$ cat config.mk
export PLATFORM = sky130hd
export DESIGN_NAME = pario_ctl
export DESIGN_NICKNAME = d
export VERILOG_FILES = /design/src/rtl/pario_pkg.sv /design/src/rtl/pario_cfg.sv /design/src/rtl/pario_hs_in.sv /design/src/rtl/pario_hs_out.sv /design/src/rtl/pario_ctl.sv
export SDC_FILE = /design/constraint.sdc
export NUM_CORES = 1
export LEC_CHECK = 0
export ABC_AREA = 1
export BUFFER_PORTS_ARGS = -buffer_cell sky130_fd_sc_hd__buf_2
export CORE_AREA = 2 2 64 96
export CTS_CLUSTER_SIZE = 25
export DETAILED_ROUTE_END_ITERATION = 12
export DIE_AREA = 0 0 66 98
export PLACE_DENSITY = 0.84
export RECOVER_POWER = 25
export SLEW_MARGIN = 20
export SYNTH_ARGS = -nofsm -noshare
export SYNTH_HDL_FRONTEND = slang
export SYNTH_SLANG_ARGS = --single-unit
$ cat constraint.sdc
create_clock -name clk -period 1.7 [get_ports clk]
set_input_delay 0.34 -clock clk [delete_from_list [all_inputs] [get_ports clk]]
set_output_delay 0.34 -clock clk [all_outputs]
set_load 0.005 [all_outputs]
$ cat src/rtl/pario_pkg.sv
package pario_pkg;
  localparam int PW = 8;
  localparam int SELW = 2;

  typedef enum logic [SELW-1:0] {
    SEL_A   = 2'b00,
    SEL_B   = 2'b01,
    SEL_C   = 2'b10,
    SEL_CTL = 2'b11
  } sel_e;

  typedef struct packed {
    logic a_strobed;
    logic b_strobed;
    logic a_in;
    logic b_in;
    logic cu_in;
    logic cl_in;
  } cfg_t;

  // port C roles when the owning group runs strobed
  localparam int C_INTR_B = 0;
  localparam int C_OBF_B  = 1;
  localparam int C_ACK_B  = 2;
  localparam int C_INTR_A = 3;
  localparam int C_STB_A  = 4;
  localparam int C_IBF_A  = 5;
  localparam int HALF     = PW / 2;
endpackage

$ cat src/rtl/pario_cfg.sv
module pario_cfg
  import pario_pkg::*;
(
  input  logic          clk,
  input  logic          rst_n,
  input  logic          ctl_wr,
  input  logic          c_wr,
  input  logic [PW-1:0] wdata,
  output cfg_t          cfg,
  output logic [PW-1:0] c_latch
);
  localparam int IDXW = $clog2(PW);

  always_ff @(posedge clk) begin
    if (!rst_n) begin
      cfg     <= '{a_strobed: 1'b0, b_strobed: 1'b0, a_in: 1'b1,
                   b_in: 1'b1, cu_in: 1'b1, cl_in: 1'b1};
      c_latch <= '0;
    end else if (ctl_wr && wdata[7]) begin
      cfg.a_strobed <= (wdata[6:5] == 2'b01);
      cfg.a_in      <= wdata[4];
      cfg.cu_in     <= wdata[3];
      cfg.b_strobed <= wdata[2];
      cfg.b_in      <= wdata[1];
      cfg.cl_in     <= wdata[0];
      c_latch       <= '0;
    end else if (ctl_wr) begin
      c_latch[wdata[IDXW:1]] <= wdata[0];
    end else if (c_wr) begin
      c_latch <= wdata;
    end
  end

  a_r4_c_cleared: assert property (@(posedge clk) disable iff (!rst_n)
    (ctl_wr && wdata[7]) |=> (c_latch == '0));
  a_r5_cfg_kept: assert property (@(posedge clk) disable iff (!rst_n)
    (ctl_wr && !wdata[7]) |=> $stable(cfg));
endmodule

$ cat src/rtl/pario_hs_in.sv
module pario_hs_in
  import pario_pkg::*;
(
  input  logic          clk,
  input  logic          rst_n,
  input  logic          en,
  input  logic          clr,
  input  logic          stb_n,
  input  logic          inte,
  input  logic          rd_evt,
  input  logic [PW-1:0] pins,
  output logic [PW-1:0] hold,
  output logic          ibf,
  output logic          intr
);
  logic stb_q;
  logic fall;
  assign fall = en && stb_q && !stb_n;

  always_ff @(posedge clk) begin
    if (!rst_n) begin
      stb_q <= 1'b1;
      hold  <= '0;
      ibf   <= 1'b0;
      intr  <= 1'b0;
    end else begin
      stb_q <= stb_n;
      if (clr) begin
        ibf  <= 1'b0;
        intr <= 1'b0;
      end else if (fall) begin
        hold <= pins;
        ibf  <= 1'b1;
        intr <= inte;
      end else if (rd_evt && en) begin
        ibf  <= 1'b0;
        intr <= 1'b0;
      end
    end
  end

  a_r8_ibf_on_strobe: assert property (@(posedge clk) disable iff (!rst_n)
    (en && !clr && $fell(stb_n)) |=> ibf);
  a_r9_read_clears: assert property (@(posedge clk) disable iff (!rst_n)
    (en && rd_evt && !clr && !$fell(stb_n)) |=> (!ibf && !intr));
endmodule

$ cat src/rtl/pario_hs_out.sv
module pario_hs_out
  import pario_pkg::*;
(
  input  logic clk,
  input  logic rst_n,
  input  logic en,
  input  logic clr,
  input  logic ack_n,
  input  logic inte,
  input  logic wr_evt,
  output logic obf_n,
  output logic intr
);
  logic ack_q;
  logic ack_fall;
  assign ack_fall = en && ack_q && !ack_n;

  always_ff @(posedge clk) begin
    if (!rst_n) begin
      ack_q <= 1'b1;
      obf_n <= 1'b1;
      intr  <= 1'b0;
    end else begin
      ack_q <= ack_n;
      if (clr) begin
        obf_n <= 1'b1;
        intr  <= 1'b0;
      end else if (wr_evt && en) begin
        obf_n <= 1'b0;
        intr  <= 1'b0;
      end else if (ack_fall) begin
        obf_n <= 1'b1;
        intr  <= inte;
      end
    end
  end

  a_r10_write_fills: assert property (@(posedge clk) disable iff (!rst_n)
    (en && wr_evt && !clr) |=> (!obf_n && !intr));
  a_r10_ack_empties: assert property (@(posedge clk) disable iff (!rst_n)
    (en && !wr_evt && !clr && $fell(ack_n)) |=> obf_n);
endmodule

$ cat src/rtl/pario_ctl.sv
module pario_ctl
  import pario_pkg::*;
(
  input  logic       clk,
  input  logic       rst_n,
  input  logic       bus_cs,
  input  logic       bus_rd,
  input  logic       bus_wr,
  input  logic [1:0] bus_addr,
  input  logic [7:0] bus_wdata,
  output logic [7:0] bus_rdata,
  input  logic [7:0] pa_in,
  output logic [7:0] pa_out,
  output logic [7:0] pa_oe,
  input  logic [7:0] pb_in,
  output logic [7:0] pb_out,
  output logic [7:0] pb_oe,
  input  logic [7:0] pc_in,
  output logic [7:0] pc_out,
  output logic [7:0] pc_oe
);
  sel_e sel;
  assign sel = sel_e'(bus_addr);

  logic wr_a, wr_b, wr_c, wr_ctl, rd_a, mode_load;
  assign wr_a      = bus_cs && bus_wr && (sel == SEL_A);
  assign wr_b      = bus_cs && bus_wr && (sel == SEL_B);
  assign wr_c      = bus_cs && bus_wr && (sel == SEL_C);
  assign wr_ctl    = bus_cs && bus_wr && (sel == SEL_CTL);
  assign rd_a      = bus_cs && bus_rd && (sel == SEL_A);
  assign mode_load = wr_ctl && bus_wdata[7];

  cfg_t cfg;
  logic [PW-1:0] c_latch, a_latch, b_latch, a_hold;
  logic ibf_a, intr_a, obf_b_n, intr_b;

  pario_cfg u_cfg (
    .clk(clk), .rst_n(rst_n), .ctl_wr(wr_ctl), .c_wr(wr_c),
    .wdata(bus_wdata), .cfg(cfg), .c_latch(c_latch)
  );

  pario_hs_in u_hs_a (
    .clk(clk), .rst_n(rst_n), .en(cfg.a_strobed), .clr(mode_load),
    .stb_n(pc_in[C_STB_A]), .inte(c_latch[C_STB_A]), .rd_evt(rd_a),
    .pins(pa_in), .hold(a_hold), .ibf(ibf_a), .intr(intr_a)
  );

  pario_hs_out u_hs_b (
    .clk(clk), .rst_n(rst_n), .en(cfg.b_strobed), .clr(mode_load),
    .ack_n(pc_in[C_ACK_B]), .inte(c_latch[C_ACK_B]), .wr_evt(wr_b),
    .obf_n(obf_b_n), .intr(intr_b)
  );

  always_ff @(posedge clk) begin
    if (!rst_n) begin
      a_latch <= '0;
      b_latch <= '0;
    end else if (mode_load) begin
      a_latch <= '0;
      b_latch <= '0;
    end else begin
      if (wr_a) a_latch <= bus_wdata;
      if (wr_b) b_latch <= bus_wdata;
    end
  end

  logic a_drive, b_drive;
  assign a_drive = !cfg.a_strobed && !cfg.a_in;
  assign b_drive = cfg.b_strobed || !cfg.b_in;
  assign pa_out  = a_latch;
  assign pa_oe   = {PW{a_drive}};
  assign pb_out  = b_latch;
  assign pb_oe   = {PW{b_drive}};

  // handshake ownership, drive value, enable and read status of port C
  logic [PW-1:0] own, hs_val, hs_oe, hs_stat, c_rd;
  always_comb begin
    own = '0; hs_val = '0; hs_oe = '0; hs_stat = '0;
    if (cfg.a_strobed) begin
      own[C_INTR_A] = 1'b1; own[C_STB_A] = 1'b1; own[C_IBF_A] = 1'b1;
      hs_val[C_INTR_A] = intr_a; hs_val[C_IBF_A] = ibf_a;
      hs_oe[C_INTR_A] = 1'b1;    hs_oe[C_IBF_A] = 1'b1;
      hs_stat[C_INTR_A] = intr_a; hs_stat[C_IBF_A] = ibf_a;
      hs_stat[C_STB_A] = c_latch[C_STB_A];
    end
    if (cfg.b_strobed) begin
      own[C_INTR_B] = 1'b1; own[C_OBF_B] = 1'b1; own[C_ACK_B] = 1'b1;
      hs_val[C_INTR_B] = intr_b; hs_val[C_OBF_B] = obf_b_n;
      hs_oe[C_INTR_B] = 1'b1;    hs_oe[C_OBF_B] = 1'b1;
      hs_stat[C_INTR_B] = intr_b; hs_stat[C_OBF_B] = obf_b_n;
      hs_stat[C_ACK_B] = c_latch[C_ACK_B];
    end
  end

  for (genvar i = 0; i < PW; i++) begin : g_pc
    logic gp_in;
    assign gp_in     = (i >= HALF) ? cfg.cu_in : cfg.cl_in;
    assign pc_out[i] = own[i] ? hs_val[i] : c_latch[i];
    assign pc_oe[i]  = own[i] ? hs_oe[i]  : !gp_in;
    assign c_rd[i]   = own[i] ? hs_stat[i] : (gp_in ? pc_in[i] : c_latch[i]);
  end

  always_comb begin
    bus_rdata = '0;
    if (bus_cs && bus_rd) begin
      case (sel)
        SEL_A:   bus_rdata = cfg.a_strobed ? a_hold : (cfg.a_in ? pa_in : a_latch);
        SEL_B:   bus_rdata = b_drive ? b_latch : pb_in;
        SEL_C:   bus_rdata = c_rd;
        default: bus_rdata = '0;
      endcase
    end
  end

  a_r4_ab_cleared: assert property (@(posedge clk) disable iff (!rst_n)
    mode_load |=> (pa_out == '0 && pb_out == '0));
  a_r1_no_select: assert property (@(posedge clk) disable iff (!rst_n)
    !bus_cs |=> ($stable(pa_out) && $stable(pb_out)));
  a_r12_strobe_pin_input: assert property (@(posedge clk) disable iff (!rst_n)
    (cfg.a_strobed |-> !pc_oe[C_STB_A]) and (cfg.b_strobed |-> !pc_oe[C_ACK_B]));
endmodule

==> results.yml <==
synth:
  synth.avg_cell_area_um2: 6.00
  yosys.area.top_type: "dfxtp_1"
  ys_types: 23
  ys_seq_area_frac: 0.314
  syn-instance-count: 468
  netlist_area_mm2: 0.00281
  synth-seq-cells: 44
  synth_warnings: 0
  synth.top_cell.area_share: 0.314
  syn-num-nets: 507
  ys_top_cells_by_area: "dfxtp_1 (31%), nand2_1 (19%), nand3_1 (10%)"
cells_and_area:
  nets: 584
  layout_commonest_cell: "nand2_1"
  syn2layout_area_growth_pct: 21.5
  most-common-layout-cells: "nand2_1 (138), buf_2 (93), nor2_1 (61)"
  drive_above_1_share: 0.280
  fin_cells: 618
  design_area_mm2: 0.00341
  nFillCells: 567
  diodes: 0
grt:
  grt_pass1_wl_um: 13400
  first_global_vias: 3010
  antenna_found_initial: 0
  track_usage: 0.265
  grt_max_degree: 18
  overflow: 0
sta:
  final.setup_skew_ps: 1.09
  setup_viol: 8
  worst_slack_ps: -98.0
  fin_tns_setup_ps: -483
  slew_viol_final: 0
  relSlewSlack: 0.509
  finalHoldViolations: 0
  max_freq_mhz: 556
  finalCritPeriodShare: 1.06
  post-route-min-period_ps: 1800
  rsz0062_at_grt: "true"
  tightest_slew_ps: 736
pwr:
  sequentialPowerShare: 0.500
  switching_share: 0.284
  p_clk_frac: 0.322
  powerDensity_mw_per_mm2: 623
  p_leak_nw: 1.97
  p_int_mw: 1.52
  p_switching_uw: 604
  power_frac_comb: 0.177
  vdd.ir_drop.worst_mv: 0.435
drt:
  drtPass1Iterations: 5
  drc: 0
  totalWireLength_um: 8410
  routed-via-count: 3211
  drt_first_iter_violations: 207
  ant_nets: 0
  routed_via_density: 5.20
  routedWlPerCell_um: 13.6
clock_tree:
  cts.htree.levels: 2
  cts_tree: "built"
  ctsHoldBuffers: 0
  clkTransAtPathRegs_ps: 80
  cts.sinks: 44
  cts_root_buffer: "clkbuf_8"
  clock_latency_ps: 300
  cts.path.max_buffers: 2
  numCtsBuffers: 5
placed_design:
  gp_congestion: 0.958
  place_hpwl_um: 6410
  post-place-cells: 605
  placed_area_mm2: 0.00319
  io_buffer_count: 94
job:
  cap_violations: 0
worst_hold_path:
  worst_hold_startpoint: "pc_in[4]"
  hold-path-endpoint: "u_hs_a.stb_q"
  hold_depth: 3
  hp-class: "input pin to flip-flop"
critical_path:
  crit_fanout: 8
  cp_cell_sequence: "inv_4 -> clkbuf_16 -> nor2_4 -> nor2_1 -> nand2_1 -> nand2_1 -> nor2_1 -> nor2_1 -> buf_2"
  crit_slowest_cell: "dfxtp_2"
  r2r_cells: 7
  critical_path_class: "flip-flop to primary output"
  cp.required_ps: 1360
  start_kind: "flip-flop"
  cp.arrival_ps: 1460
  end_kind: "primary output"
  r2r-end: "u_hs_a.hold[3]"
  max_stage_delay_ps: 370
  cp_common_cell: "nor2_1"
  rrSetupSlack_ps: 340
  r2r-start: "u_cfg.cfg[5]"
run_status:
  violations: "negative setup slack"
  status: "finished, violations left"
floorplanning:
  core_mm2: 0.00570
  die-area_mm2: 0.00647
  rows: 34
  ioPinCount: 95
  die_height_um: 98
  start_util: 0.493
  die_width_um: 66
-- final cells by class --
class,count,area (µm²),share of cell area
Clock buffer,8,90.1,0.0264
Multi-Input combinational cell,327,1500,0.439
Inverter,57,219,0.0642
Tap cell,72,90.1,0.0264
Sequential cell,44,893,0.262
Timing Repair Buffer,110,623,0.183
-- synth_stat cells --
library cell	n
a21oi_1	16
a21oi_2	1
buf_2	8
buf_4	23
buf_6	4
clkbuf_1	5
dfxtp_1	44
inv_1	52
inv_2	4
inv_4	1
nand2_1	141
nand2_2	5
nand2_4	3
nand3_1	56
nand3b_1	2
nand4_1	1
nor2_1	68
nor2_2	1
nor2_4	2
o211ai_1	4
o21ai_0	23
o21ai_1	3
o22ai_1	1
-- metrics by stage --
step | total power [mW] | hold slack [ps] | worst slack [ps] | utilization
2_1_floorplan | 1.32 | 434 | 263 | -
3_3_place_gp | 1.44 | 449 | 75.5 | 0.559
3_5_place_dp | 1.45 | 452 | 37.5 | 0.559
4_1_cts | 2.12 | 237 | -57.3 | 0.585
5_1_grt | 2.22 | 264 | -150 | 0.599
6_report | 2.13 | 238 | -98.0 | 0.599
-- logic make-up after synthesis --
group,Yosys count,share of synthesized area
buffers and inverters,97,0.176
flip-flops,44,0.314
AND/OR/NAND/NOR,279,0.420
AO/OA/AOI/OAI,48,0.0909
-- worst max path at each step --
stage | start | to | depth (start not counted)
after floorplan | u_cfg.cfg[4] | bus_rdata[6] | 10
after global placement | bus_addr[1] | bus_rdata[3] | 9
after detailed placement | bus_addr[1] | bus_rdata[3] | 9
after CTS | u_cfg.cfg[5] | bus_rdata[3] | 9
after global routing | u_cfg.cfg[5] | bus_rdata[3] | 9
final | u_cfg.cfg[5] | bus_rdata[1] | 9
-- registers in the layout, summed over array words and instances (netlist names) --
register	cells
pa_out	8
u_hs_a.ibf	1
u_hs_b.intr	1
u_cfg.c_latch	8
pb_out	8
u_hs_a.hold	8
u_hs_b.ack_q	1
u_hs_a.stb_q	1
u_hs_b.obf_n	1
u_cfg.cfg	6
u_hs_a.intr	1
-- critical path: cells and delay by family, from the launching register on --
family	cells	cell delay [ps]
buffers and inverters	3	350
and+or+nand+nor	6	430
DFF	1	370
-- per-layer routing --
| metal | part of all wire | vias up | global-route usage |
|---|---|---|---|
| met5 | 0 | - | 0 |
| met4 | 0.057 | 0 | 0.171 |
| met3 | 0.075 | 34 | 0.0380 |
| met2 | 0.50 | 178 | 0.443 |
| met1 | 0.37 | 1419 | 0.308 |
| li1 | - | 1580 | - |
-- power groups by stage --
stage | logic [mW] | registers [mW] | clock network (mW)
final | 0.377 | 1.06 | 0.686
after global routing | 0.419 | 1.07 | 0.735
after CTS | 0.368 | 1.07 | 0.688
after detailed placement | 0.362 | 1.09 | 0
after global placement | 0.355 | 1.09 | 0
after floorplan | 0.233 | 1.08 | 0
-- timing repair --
item                                    in CTS  in global routing
pin swaps                                    3                 11
resized for setup                           14                 19
setup buffers                                4                  0
cloned                                       0                  1
endpoints found under the setup margin       8                 16
Power figures use the tool's default switching activity.
